**config.mk**
```make
export PLATFORM = sky130hd
export DESIGN_NAME = tagged_tlb
export DESIGN_NICKNAME = d
export VERILOG_FILES = /design/src/rtl/tlb_pkg.sv /design/src/rtl/tlb_datapath.sv /design/src/rtl/tlb_control.sv /design/src/rtl/tagged_tlb.sv
export SDC_FILE = /design/constraint.sdc
export NUM_CORES = 1
export LEC_CHECK = 0
export BUFFER_PORTS_ARGS = -buffer_cell sky130_fd_sc_hd__buf_2
export CAP_MARGIN = 15
export CORE_UTILIZATION = 45
export DETAILED_ROUTE_END_ITERATION = 6
export GPL_TIMING_DRIVEN = 0
export PLACE_DENSITY_LB_ADDON = 0.08
export SLEW_MARGIN = 25
export SYNTH_ARGS = -nofsm -noshare
export SYNTH_HDL_FRONTEND = slang
export SYNTH_HIERARCHICAL = 1
export SYNTH_SLANG_ARGS = --single-unit
```
**constraint.sdc**
```tcl
create_clock -name clk -period 7.5 [get_ports clk]
set_input_delay 2.25 -clock clk [delete_from_list [all_inputs] [get_ports clk]]
set_output_delay 2.25 -clock clk [all_outputs]
set_load 0.01 [all_outputs]
```
**src/rtl/tlb_pkg.sv**
```systemverilog
package tlb_pkg;
  // Strobes from control to datapath for one clock edge.
  typedef struct packed {
    logic wrEn;     // write fill data into the selected slot
    logic purgeEn;  // clear slots matching the purge request
    logic clrAll;   // clear every valid bit
    logic advPtr;   // round-robin victim was consumed
  } tlb_strobe_t;
endpackage

```
**src/rtl/tlb_datapath.sv**
```systemverilog
module tlb_datapath
  import tlb_pkg::*;
#(
  parameter int N       = 8,
  parameter int VPN_W   = 20,
  parameter int PFN_W   = 20,
  parameter int PID_W   = 8,
  parameter int SP_BITS = 10,
  localparam int IDX_W  = $clog2(N)
) (
  input  logic             clk,
  input  logic             rstN,
  input  tlb_strobe_t      strobe,
  input  logic [IDX_W-1:0] wrIdx,
  input  logic [PID_W-1:0] fillPid,
  input  logic [VPN_W-1:0] fillVpn,
  input  logic [PFN_W-1:0] fillPfn,
  input  logic             fillWritable,
  input  logic             fillSuper,
  input  logic [PID_W-1:0] purgePid,
  input  logic [VPN_W-1:0] purgeVpn,
  input  logic             lookupValid,
  input  logic [VPN_W-1:0] lookupVpn,
  input  logic [PID_W-1:0] curPid,
  input  logic             isStore,
  output logic [N-1:0]     validVec,
  output logic [N-1:0]     fillMatchVec,
  output logic             hit,
  output logic             miss,
  output logic             permFault,
  output logic [PFN_W-1:0] frame
);
  localparam logic [VPN_W-1:0] LOW_MASK =
    {{(VPN_W-SP_BITS){1'b0}}, {SP_BITS{1'b1}}};

  logic [N-1:0]     validQ;
  logic [PID_W-1:0] pidQ [N];
  logic [VPN_W-1:0] vpnQ [N];
  logic [PFN_W-1:0] pfnQ [N];
  logic [N-1:0]     wrQ;
  logic [N-1:0]     supQ;

  logic [N-1:0]     lookMatch;
  logic [N-1:0]     purgeMatch;

  for (genvar i = 0; i < N; i++) begin : g_cmp
    logic [VPN_W-1:0] cmpMask;
    assign cmpMask = supQ[i] ? ~LOW_MASK : '1;
    assign lookMatch[i]    = validQ[i] && (pidQ[i] == curPid) &&
                             (((vpnQ[i] ^ lookupVpn) & cmpMask) == '0);
    assign fillMatchVec[i] = validQ[i] && (pidQ[i] == fillPid) &&
                             (((vpnQ[i] ^ fillVpn) & cmpMask) == '0);
    assign purgeMatch[i]   = validQ[i] && (pidQ[i] == purgePid) &&
                             (((vpnQ[i] ^ purgeVpn) & cmpMask) == '0);
  end

  assign validVec = validQ;

  always_ff @(posedge clk or negedge rstN) begin
    if (!rstN) begin
      validQ <= '0;
    end else if (strobe.clrAll) begin
      validQ <= '0;
    end else if (strobe.purgeEn) begin
      validQ <= validQ & ~purgeMatch;
    end else if (strobe.wrEn) begin
      validQ[wrIdx] <= 1'b1;
    end
  end

  always_ff @(posedge clk) begin
    if (strobe.wrEn) begin
      pidQ[wrIdx] <= fillPid;
      vpnQ[wrIdx] <= fillVpn;
      pfnQ[wrIdx] <= fillPfn;
      wrQ[wrIdx]  <= fillWritable;
      supQ[wrIdx] <= fillSuper;
    end
  end

  // Lowest matching index wins.
  logic [IDX_W-1:0] selIdx;
  logic             anyMatch;
  always_comb begin
    selIdx = '0;
    for (int i = N - 1; i >= 0; i--) begin
      if (lookMatch[i]) selIdx = IDX_W'(i);
    end
  end
  assign anyMatch = |lookMatch;

  logic denied;
  assign denied    = isStore && !wrQ[selIdx];
  assign hit       = lookupValid && anyMatch && !denied;
  assign permFault = lookupValid && anyMatch && denied;
  assign miss      = lookupValid && !anyMatch;
  assign frame     = supQ[selIdx] ?
                     {pfnQ[selIdx][PFN_W-1:SP_BITS], lookupVpn[SP_BITS-1:0]} :
                     pfnQ[selIdx];
endmodule

```
**src/rtl/tlb_control.sv**
```systemverilog
module tlb_control
  import tlb_pkg::*;
#(
  parameter int N      = 8,
  localparam int IDX_W = $clog2(N)
) (
  input  logic             clk,
  input  logic             rstN,
  input  logic             fillValid,
  input  logic             purgeValid,
  input  logic             flushAll,
  input  logic [N-1:0]     validVec,
  input  logic [N-1:0]     fillMatchVec,
  output tlb_strobe_t      strobe,
  output logic [IDX_W-1:0] wrIdx
);
  logic [IDX_W-1:0] rrPtr;
  logic [IDX_W-1:0] matchIdx;
  logic [IDX_W-1:0] freeIdx;
  logic             hasMatch;
  logic             hasFree;

  always_comb begin
    matchIdx = '0;
    freeIdx  = '0;
    for (int i = N - 1; i >= 0; i--) begin
      if (fillMatchVec[i]) matchIdx = IDX_W'(i);
      if (!validVec[i])    freeIdx  = IDX_W'(i);
    end
  end

  assign hasMatch = |fillMatchVec;
  assign hasFree  = !(&validVec);

  always_comb begin
    strobe.clrAll  = flushAll;
    strobe.purgeEn = purgeValid && !flushAll;
    strobe.wrEn    = fillValid && !purgeValid && !flushAll;
    strobe.advPtr  = strobe.wrEn && !hasMatch && !hasFree;
    if (hasMatch)     wrIdx = matchIdx;
    else if (hasFree) wrIdx = freeIdx;
    else              wrIdx = rrPtr;
  end

  always_ff @(posedge clk or negedge rstN) begin
    if (!rstN) begin
      rrPtr <= '0;
    end else if (strobe.advPtr) begin
      rrPtr <= (rrPtr == IDX_W'(N - 1)) ? '0 : rrPtr + 1'b1;
    end
  end
endmodule

```
**src/rtl/tagged_tlb.sv**
```systemverilog
module tagged_tlb
  import tlb_pkg::*;
#(
  parameter int N       = 8,
  parameter int VPN_W   = 20,
  parameter int PFN_W   = 20,
  parameter int PID_W   = 8,
  parameter int SP_BITS = 10
) (
  input  logic             clk,
  input  logic             rstN,
  input  logic             lookupValid,
  input  logic [VPN_W-1:0] lookupVpn,
  input  logic [PID_W-1:0] curPid,
  input  logic             isStore,
  output logic             hit,
  output logic             miss,
  output logic             permFault,
  output logic [PFN_W-1:0] frame,
  input  logic             fillValid,
  input  logic [PID_W-1:0] fillPid,
  input  logic [VPN_W-1:0] fillVpn,
  input  logic [PFN_W-1:0] fillPfn,
  input  logic             fillWritable,
  input  logic             fillSuper,
  input  logic             purgeValid,
  input  logic [PID_W-1:0] purgePid,
  input  logic [VPN_W-1:0] purgeVpn,
  input  logic             flushAll
);
  localparam int IDX_W = $clog2(N);

  tlb_strobe_t      strobe;
  logic [IDX_W-1:0] wrIdx;
  logic [N-1:0]     validVec;
  logic [N-1:0]     fillMatchVec;

  tlb_control #(.N(N)) u_ctrl (
    .clk(clk), .rstN(rstN),
    .fillValid(fillValid), .purgeValid(purgeValid), .flushAll(flushAll),
    .validVec(validVec), .fillMatchVec(fillMatchVec),
    .strobe(strobe), .wrIdx(wrIdx)
  );

  tlb_datapath #(
    .N(N), .VPN_W(VPN_W), .PFN_W(PFN_W), .PID_W(PID_W), .SP_BITS(SP_BITS)
  ) u_dp (
    .clk(clk), .rstN(rstN), .strobe(strobe), .wrIdx(wrIdx),
    .fillPid(fillPid), .fillVpn(fillVpn), .fillPfn(fillPfn),
    .fillWritable(fillWritable), .fillSuper(fillSuper),
    .purgePid(purgePid), .purgeVpn(purgeVpn),
    .lookupValid(lookupValid), .lookupVpn(lookupVpn), .curPid(curPid),
    .isStore(isStore),
    .validVec(validVec), .fillMatchVec(fillMatchVec),
    .hit(hit), .miss(miss), .permFault(permFault), .frame(frame)
  );
endmodule

```
Word level (Yosys, flattened, before mapping)

Memory sizes are Yosys's and may differ from the RTL's.
Index checks and enable logic that the tools add are counted.

Magnitude comparators: 3
Reductions and logical operators: 93
Bitwise gates (word level): 51
Muxes and demuxes: 49
Equal/unequal tests: 25
$add $sub $neg: 1

Operators with widths:

| cell                  | number |
|---|---|
| $and A20 B20 Y20      | 24 |
| $logic_not A20 Y1     | 24 |
| $xor A20 B20 Y20      | 24 |
| $eq A8 B8 Y1          | 24 |
| $mux W10              | 9 |
| $mux W3               | 27 |
| $logic_and A1 B1 Y1   | 59 |
| $mux W8               | 3 |
| $bwmux W8             | 2 |
| $reduce_or A8 Y1      | 2 |
| $and A8 B8 Y8         | 1 |
| $lt A3 B4 Y1 const B  | 2 |
| $not A8 Y8            | 1 |
| $or A8 B8 Y8          | 1 |
| $reduce_and A8 Y1     | 1 |
| $bmux W1 S3           | 2 |
| $logic_not A1 Y1      | 6 |
| $mux W1               | 5 |
| $add A3 B1 Y3 const B | 1 |
| $demux W1 S3          | 1 |
| $eq A3 B3 Y1 const B  | 1 |
| $ge A3 B1 Y1 const B  | 1 |
| $reduce_bool A3 Y1    | 1 |

Memory bits (writable): 384
Logic and storage cells: 229
Flip-flop bits (word level): 27
Memories: 3
Output and inout bits: 23
Input bits: 113

Memory list:

| name      | depth | bits a word | rd ports | clocked after Yosys merged registers in | write ports | RTL line           | source |
|---|---|---|---|---|---|---|---|
| u_dp.pfnQ | 8     | 20          | 1        | 0                                       | 1           | tlb_datapath.sv:39 | `logic [PFN_W-1:0] pfnQ [N];` |
| u_dp.vpnQ | 8     | 20          | 8        | 0                                       | 1           | tlb_datapath.sv:38 | `logic [VPN_W-1:0] vpnQ [N];` |
| u_dp.pidQ | 8     | 8           | 8        | 0                                       | 1           | tlb_datapath.sv:37 | `logic [PID_W-1:0] pidQ [N];` |

Longest topological paths before layout

Gate-level depths: netlist of run 1.
An unclocked memory read counts as a cell.

Depth in word-level cells: 22
Depth in mapped cells: 15
Mapped depth without buffers: 12

Modules after synthesis

Netlist of run 1, hierarchy kept.

Modules (own cells, without submodules):

| module       | area an instance (um2) | times used | cells each | seq. area each (um2) |
|---|---|---|---|---|
| tlb_datapath | 22,283.9               | 1          | 1,738      | 12,211.7 |
| tlb_control  | 386.6                  | 1          | 45         | 75.1 |

Worst setup path after synthesis of run 1

No wires, ideal clock.

Path kind: input-to-reg
Start point: input port fillPid[2]
End point: memory u_dp.pfnQ[1][0] (enable)
Data arrival time: 7.974 ns
Data required time: 6.981 ns
Path buffers: 1
Stages on the path: 12
Slack: -0.993 ns
Library setup time: 0.519 ns
Cell sequence: clkbuf_1 -> xnor2_1 -> nand4_1 -> nor4_1 -> nand4_1 -> a21oi_1 -> nor4_2 -> nand2_2 -> a221oi_1 -> a221oi_1 -> nand2_1 -> nor3_1

Elaborated cells on any way between the ends: 34
Those cells by class: eq/ne: 8; mux: 9; reduce/logical: 17

RTL lines:

| what                                 | RTL line           | source |
|---|---|---|
| start: declaration                   | tagged_tlb.sv:21   | `input logic [PID_W-1:0] fillPid,` |
| $eq A8 B8 Y1 (*)                     | tlb_datapath.sv:51 | `assign fillMatchVec[i] = validQ[i] && (pidQ[i] == fillPid) &&` |
| $logic_and A1 B1 Y1 (*) (2 in a row) | tlb_datapath.sv:51 |  |
| net fillMatchVec[3]                  | tagged_tlb.sv:36   | `logic [N-1:0] fillMatchVec;` |
| $mux W3 (4 in a row)                 | tlb_control.sv:27  | `if (fillMatchVec[i]) matchIdx = IDX_W'(i);` |
| $mux W3 (*)                          | tlb_control.sv:40  | `if (hasMatch) wrIdx = matchIdx;` |
| net wrIdx[0]                         | tagged_tlb.sv:34   | `logic [IDX_W-1:0] wrIdx;` |
| end: declaration                     | tlb_datapath.sv:39 |  |

Mark *: on every way through the listed nets, which the timed path passes. The rest lies on a longest branch.

Final worst setup path of run 1

Start point: input port curPid[5]
End point: output port frame[3]

Longest elaborated chain between the ends: 14
Elaborated cells on any way between the ends: 36
Those cells by class: eq/ne: 8; mux: 11; reduce/logical: 16; memory: 1

RTL lines:

| what                             | RTL line           | source |
|---|---|---|
| start: declaration               | tagged_tlb.sv:14   | `input logic [PID_W-1:0] curPid,` |
| $eq A8 B8 Y1                     | tlb_datapath.sv:49 | `assign lookMatch[i] = validQ[i] && (pidQ[i] == curPid) &&` |
| $logic_and A1 B1 Y1 (2 in a row) | tlb_datapath.sv:49 |  |
| $mux W3 (7 in a row)             | tlb_datapath.sv:87 | `if (lookMatch[i]) selIdx = IDX_W'(i);` |
| $mux W3 (*)                      | tlb_datapath.sv:87 |  |
| $bmux W1 S3                      | tlb_datapath.sv:97 | `assign frame = supQ[selIdx] ?` |
| $mux W1 (not written as such)    | tlb_datapath.sv:97 |  |
| $mux W10 (*)                     | tlb_datapath.sv:97 |  |
| end: declaration                 | tagged_tlb.sv:19   | `output logic [PFN_W-1:0] frame,` |

Every way passes the cells marked *; elsewhere a longest branch is shown, timed or not. The select of a mux whose other input is x is not followed.

==> impl_metrics.json, run 1 <==
{
  "hold_viol_final": 0,
  "p_sw_w": 0.001319,
  "antenna_found_initial": 6,
  "hp-class": "reg -> reg",
  "maxSlewViolCount": 0,
  "final_nets": 2087,
  "ys_seq_area_frac": 0.5420,
  "grt_pass1_wl_um": 117500,
  "dieArea_mm2": 0.05128,
  "synth-edff-count": 400,
  "synth_area_leader_cell": "edfxtp_1",
  "cp_top_family": "simple AND/OR/NAND/NOR gates",
  "cts_max_level": 2,
  "cts_num_sinks": 411,
  "ys_ff_latch": 411,
  "worstSetupStartpointType": "input port",
  "violations": "negative setup slack",
  "async_flop_share": 0.02676,
  "crit_type": "in -> out",
  "drc": 0,
  "pwr-share-clk": 0.434,
  "holdWs_ns": 0.5442,
  "crit_start": "curPid[5]",
  "drtIter0Drc": 1731,
  "cp_num_buf_inv": 4,
  "die_width_um": 226.5,
  "grt_pass1_vias": 15810,
  "slowest_stage": "or4_4",
  "min-delay-start": "u_ctrl/rrPtr[1]$_DFFE_PN0P_",
  "synth.cell_area_mm2": 0.02267,
  "r2r_setup_slack_ns": 2.29,
  "drt-wirelength-per-cell_um": 31.73,
  "grt_usage": 0.3339,
  "coreArea_mm2": 0.04936,
  "skew_ns": 0.02124,
  "maxCapViolations": 0,
  "fmax_ghz": 0.1270,
  "synthCells": 1783,
  "synthToLayoutAreaGrowth_pct": 21.67,
  "synthFlopType": "edfxtp_1",
  "io_pins": 136,
  "power_density_mw_per_mm2": 197.2,
  "vias": 16240,
  "grt_max_degree": 21,
  "place.gp.congestion": 1.032,
  "clockBufferDepth": 3,
  "hpwl_um": 58840,
  "layout.cells.most_common_list": "400 x edfxtp_1, 371 x xnor2_1, 287 x xor2_1, 106 x nand4_1, 78 x nor4_1",
  "wl_um": 84920,
  "row_count": 81,
  "die_h_um": 226.5,
  "combPwrFrac": 0.097,
  "setup_viol": 22,
  "intPower_w": 0.004119,
  "finalCritPeriodShare": 1.050,
  "viasPerCell": 6.070,
  "port_buffers": 79,
  "fin_cells": 2676,
  "synth_area_leaders": "edfxtp_1 53%, xnor2_1 15%, xor2_1 11%",
  "final_util": 0.5589,
  "vdd_drop_max_mv": 0.1840,
  "drive_above_1_share": 0.1852,
  "placed_area_mm2": 0.02456,
  "relSlewSlack": 0.2423,
  "status": "finished, violations left",
  "cts.clk_slew.worst_paths_ns": 0.06,
  "synth.distinct_cells": 56,
  "worstPathArrival_ns": 5.62,
  "finalSetupTns_ns": -6.656,
  "root_buffer": "clkbuf_16",
  "min_period_ns": 7.872,
  "clk_latency_ns": 0.60,
  "synth_top_cell_area_share": 0.5298,
  "ys_warn_count": 6,
  "switching_share": 0.2426,
  "dp_cells": 2553,
  "final_common_cell": "edfxtp_1",
  "critPathMaxFanout": 8,
  "tightest_slew_ns": 1.137,
  "worstPathCellList": "clkbuf_16 -> xor2_2 -> nor4_4 -> nand4_1 -> or4_4 -> a211o_4 -> a21oi_4 -> mux2i_1 -> a211o_1 -> buf_6 -> and2_4 -> buf_16 -> mux2i_2 -> buf_2",
  "power_leakage_nw": 9.033,
  "ant_nets": 0,
  "cts_tree": "done",
  "cts_hold_buf": 0,
  "syn_nets": 1898,
  "regToRegStartpoint": "u_dp/pidQ[6][3]$_DFFE_PP_",
  "fin_area_mm2": 0.02758,
  "rsz0062_at_grt": "yes",
  "p_seq_frac": 0.469,
  "initial_core_util": 0.4593,
  "synth.avg_cell_area_um2": 12.71,
  "cp.required_ns": 5.25,
  "slowest_delay_ns": 0.60,
  "grt-ovfl-total": 0,
  "cp-end-kind": "output port",
  "first_pass_iters": 7,
  "layout_setup_ws_ns": -0.3720,
  "cts_buffers": 46
}
## sequential cells by signal, indices dropped and copies added (netlist names)
name,flops
u_dp/wrQ,8
u_dp/supQ,8
u_dp/validVec,8
u_ctrl/rrPtr,3
u_dp/pidQ,64
u_dp/vpnQ,160
u_dp/pfnQ,160
## Yosys cell counts (all sizes together) (3+ instances only)
library cell	instances
xnor2	377
xor2	295
nand3	10
a31oi	18
a211oi	6
o21ai	30
a21oi	15
nand4	107
o211ai	13
a211o	3
clkbuf	72
dfrtp	11
nor2b	6
nor3	14
mux2i	71
or2	3
nand2	45
inv	10
nor4	105
o22a	18
or3	4
buf	35
o41ai	3
a41oi	14
edfxtp	400
a41o	6
nand2b	5
nor2	38
mux2	23
or4	4
## path summary, 6_finish.rpt
kind                                                end  cells past startpoint
hold reg to reg             u_ctrl/rrPtr[1]$_DFFE_PN0P_                      1
setup reg to reg             u_dp/pfnQ[1][15]$_DFFE_PP_                     13
setup / recovery                               frame[3]                     14
min in group asynchronous  u_dp/validVec[0]$_DFFE_PN0P_                      1
hold / removal              u_ctrl/rrPtr[1]$_DFFE_PN0P_                      1
max in group asynchronous  u_dp/validVec[2]$_DFFE_PN0P_                      1
## layout make-up
| type | count | area, um2 |
|---|---|---|
| Clock buffer | 57 | 1214 |
| Antenna cell | 3 | 7.507 |
| Buffer | 103 | 818.3 |
| Inverter | 10 | 37.54 |
| Timing Repair Buffer | 145 | 1350 |
| Sequential cell | 411 | 12290 |
| Clock inverter | 28 | 362.8 |
| Tap cell | 664 | 830.8 |
| Fill cell | 4173 | 21770 |
| Multi-Input combinational cell | 1255 | 10680 |
## routing by layer
layer,GRT usage,up-vias,wire [um]
li1,-,6912,-
met1,0.4747,8218,35860
met2,0.4877,938,36120
met3,0.08825,170,9714
met4,0.1207,6,3191
met5,0,-,35
## through the flow
step	setup WS (ns)	power, W
floorplan	-0.004400	0.002864
global placement	-4.044	0.003062
detailed placement	-1.515	0.003066
CTS	-0.3401	0.005453
global route	-0.4240	0.005582
finish	-0.3720	0.005438
## power by group through the flow
stage | sequential [W] | combinational, W | clock (W)
after global placement | 0.00260 | 0.000462 | 0
after floorplan | 0.00259 | 0.000269 | 0
final | 0.00255 | 0.000527 | 0.00236
after CTS | 0.00255 | 0.000502 | 0.00240
after global routing | 0.00255 | 0.000548 | 0.00248
after detailed placement | 0.00260 | 0.000468 | 0
## kinds of logic (layout without fill, tap and decap cells)
kind of cell,Yosys count,after routing,synth area share
XOR/XNOR,672,672,0.2596
flip-flops,411,411,0.5420
AND/OR/NAND/NOR,351,351,0.08996
AO/OA/AOI/OAI,136,136,0.04310
buffers and inverters,117,343,0.02147
multiplexers,94,94,0.04277
adder cells (fa/ha/maj),2,2,0.001104
other,0,3,0
## what timing repair did
action,in CTS,in global routing
gates cloned,1,0
pin swaps,33,17
setup buffers,32,5
gates resized for setup,164,50
endpoints found under the setup margin,42,56
Note: power is estimated with default switching activity, not from simulation.
==> run 2, diff against run 1 <==
--- a/config.mk
+++ b/config.mk
@@ -5,6 +5,7 @@
 export SDC_FILE = /design/constraint.sdc
 export NUM_CORES = 1
 export LEC_CHECK = 0
+export ABC_AREA = 1
 export BUFFER_PORTS_ARGS = -buffer_cell sky130_fd_sc_hd__buf_2
 export CAP_MARGIN = 15
 export CORE_UTILIZATION = 45
==> run 2 against run 1 <==
Net effect:
- the run ends with design-rule violations left
- clock-buffer cell count down 3
- fmax up 5.0%
- synthesized area up 9.1%
- power up 2.0%
- sequential cell count unchanged
- clock power about the same
- via count up 50%
- sequential power about the same
- synthesized cell count up 56%
- non-clock buffer count up 2
- cell area up 3.9%
- cell count up 38%
- critical path type unchanged
- largest cell class unchanged
- highest routed layer unchanged
==> impl_metrics.json, run 2 <==
{
  "synthCells": 2789,
  "tightest_slew_ns": 1.294,
  "power_density_mw_per_mm2": 193.5,
  "holdWs_ns": 0.5542,
  "combPwrFrac": 0.116,
  "drive_above_1_share": 0.1242,
  "synth_top_cell_area_share": 0.4856,
  "synth-edff-count": 400,
  "synthToLayoutAreaGrowth_pct": 15.89,
  "cts_tree": "done",
  "syn_nets": 2904,
  "slowest_delay_ns": 0.21,
  "worstSetupStartpointType": "input port",
  "port_buffers": 93,
  "maxSlewViolCount": 0,
  "ys_warn_count": 6,
  "critPathMaxFanout": 10,
  "slowest_stage": "clkinvlp_4",
  "worstPathArrival_ns": 5.25,
  "cp.required_ns": 5.25,
  "clockBufferDepth": 3,
  "min_period_ns": 7.497,
  "io_pins": 136,
  "skew_ns": 0.05338,
  "grt-ovfl-total": 0,
  "violations": "design-rule violations",
  "status": "finished, violations left",
  "relSlewSlack": 0.1376,
  "layout.cells.most_common_list": "579 x nand2_1, 400 x edfxtp_1, 347 x inv_1, 201 x xor2_1, 167 x o22ai_1",
  "grt_pass1_vias": 22580,
  "grt_max_degree": 24,
  "viasPerCell": 6.563,
  "wl_um": 123600,
  "coreArea_mm2": 0.05403,
  "hold_viol_final": 0,
  "top_regs": "u_dp/pfnQ (160), u_dp/vpnQ (160), u_dp/pidQ (64)",
  "final_util": 0.5306,
  "place.gp.congestion": 1.085,
  "vdd_drop_max_mv": 0.2142,
  "die_width_um": 236.5,
  "synthFlopType": "edfxtp_1",
  "async_flop_share": 0.02676,
  "cp-end-kind": "output port",
  "initial_core_util": 0.4578,
  "synth_area_leaders": "edfxtp_1 49%, nand2_1 8.9%, xor2_1 7.1%",
  "row_count": 85,
  "grt_usage": 0.4325,
  "switching_share": 0.2778,
  "r2r_setup_slack_ns": 2.88,
  "clk_latency_ns": 0.64,
  "p_seq_frac": 0.459,
  "ys_ff_latch": 411,
  "dieArea_mm2": 0.05591,
  "hp-class": "reg -> reg",
  "synth.distinct_cells": 57,
  "drtIter0Drc": 4242,
  "synth.most_common_cell": "nand2_1",
  "grt_pass1_wl_um": 167900,
  "ant_nets": 0,
  "drc": 2,
  "synth.cell_area_mm2": 0.02473,
  "ys_seq_area_frac": 0.4967,
  "vias": 24320,
  "final_common_cell": "nand2_1",
  "cts_max_level": 2,
  "drt-wirelength-per-cell_um": 33.36,
  "cts_buffers": 47,
  "first_pass_iters": 7,
  "final_nets": 3082,
  "maxCapViolations": 0,
  "fmax_ghz": 0.1334,
  "p_sw_w": 0.001541,
  "antenna_found_initial": 12,
  "cpMostUsedCell": "nand2_1",
  "power_leakage_nw": 11.37,
  "intPower_w": 0.004006,
  "finalCritPeriodShare": 0.9996,
  "pwr-share-clk": 0.425,
  "die_h_um": 236.5,
  "root_buffer": "clkbuf_16",
  "hpwl_um": 85130,
  "cts_num_sinks": 411,
  "synth.avg_cell_area_um2": 8.869,
  "setup_viol": 0,
  "crit_type": "in -> out",
  "synth_area_leader_cell": "edfxtp_1",
  "synth_common_cells": "584 x nand2_1, 400 x edfxtp_1, 357 x inv_1",
  "cts.clk_slew.worst_paths_ns": 0.06
}
[run 2: changes by cell type in the layout (fill, tap and decap cells not counted), sizes merged, moves of 135 or more]
cell / before / now
inv: 11 / 373
o22ai: 0 / 167
nand2: 45 / 589
xnor2: 377 / 54
nand3: 10 / 166
nor2: 38 / 173
[run 2: metal layers]
metal	GRT usage	up-vias	wire [um]
met3	0.1437	473	18460
met2	0.6090	2123	49930
li1	-	10110	-
met5	0.004329	-	10
met1	0.5730	11610	46460
met4	0.2649	2	8792
[run 2: worst paths after layout]
path | startpoint | to | cells after the start
max reg2reg | u_dp/vpnQ[5][10]$_DFFE_PP_ | u_dp/pfnQ[3][12]$_DFFE_PP_ | 21
max in group asynchronous | rstN | u_ctrl/rrPtr[0]$_DFFE_PN0P_ | 1
min | u_ctrl/rrPtr[1]$_DFFE_PN0P_ | u_ctrl/rrPtr[1]$_DFFE_PN0P_ | 2
max | curPid[0] | frame[1] | 25
min reg2reg | u_ctrl/rrPtr[1]$_DFFE_PN0P_ | u_ctrl/rrPtr[1]$_DFFE_PN0P_ | 2
min in group asynchronous | rstN | u_dp/validVec[7]$_DFFE_PN0P_ | 1
[run 2: power by group through the flow]
stage               Clock (W)  Combinational, W  Sequential, W
detailed placement          0          0.000577        0.00260
finish                0.00236          0.000642        0.00255
CTS                   0.00238          0.000584        0.00255
floorplan                   0          0.000271        0.00259
global route          0.00245          0.000640        0.00255
global placement            0          0.000570        0.00260
[run 2: layout make-up]
| class | count | area [um2] |
|---|---|---|
| Sequential cell | 411 | 12290 |
| Clock inverter | 32 | 347.8 |
| Timing Repair Buffer | 130 | 1077 |
| Inverter | 386 | 1516 |
| Tap cell | 696 | 870.8 |
| Multi-Input combinational cell | 1871 | 10580 |
| Fill cell | 5021 | 25360 |
| Clock buffer | 54 | 1212 |
| Antenna cell | 6 | 15.01 |
| Buffer | 120 | 757.0 |
[run 2: cells by family (layout without fill, tap and decap cells)]
| family | count (synthesis) | count (layout) | synth area share |
|---|---|---|---|
| simple gates | 1141 | 1141 | 0.2068 |
| xor+xnor | 255 | 255 | 0.09029 |
| buf+inv | 507 | 722 | 0.08291 |
| compound gates | 473 | 473 | 0.1223 |
| other cells | 0 | 6 | 0 |
| flops | 411 | 411 | 0.4967 |
| fa+ha+maj | 2 | 2 | 0.001012 |
[run 2: timing repair]
| action | 4_1_cts | 5_1_grt |
|---|---|---|
| hold buffers | 0 | 0 |
| pin swaps | 0 | 3 |
| gates resized for setup | 37 | 82 |
| endpoints found under the setup margin | 22 | 23 |
| setup buffers | 6 | 9 |
[run 2: stage by stage]
stage                     setup slack (ns)  std cells  setup TNS, ns  power, W  area (um2)
after floorplan                     0.6629       2789              0  0.002864       24740
after global placement              -3.675       3578       -1262.32  0.003168       26070
after detailed placement           -0.4342       3599         -9.719  0.003172       26630
after CTS                         0.005600       3691              0  0.005509       28360
after global routing              -0.03043       3700       -0.07354  0.005640       28650
final                             0.003336       3706              0  0.005547       28670
[run 2: worst max-delay path: cells and delay by family]
family        cells  cell delay, ns
simple gates     19            1.88
buf+inv           6            1.06
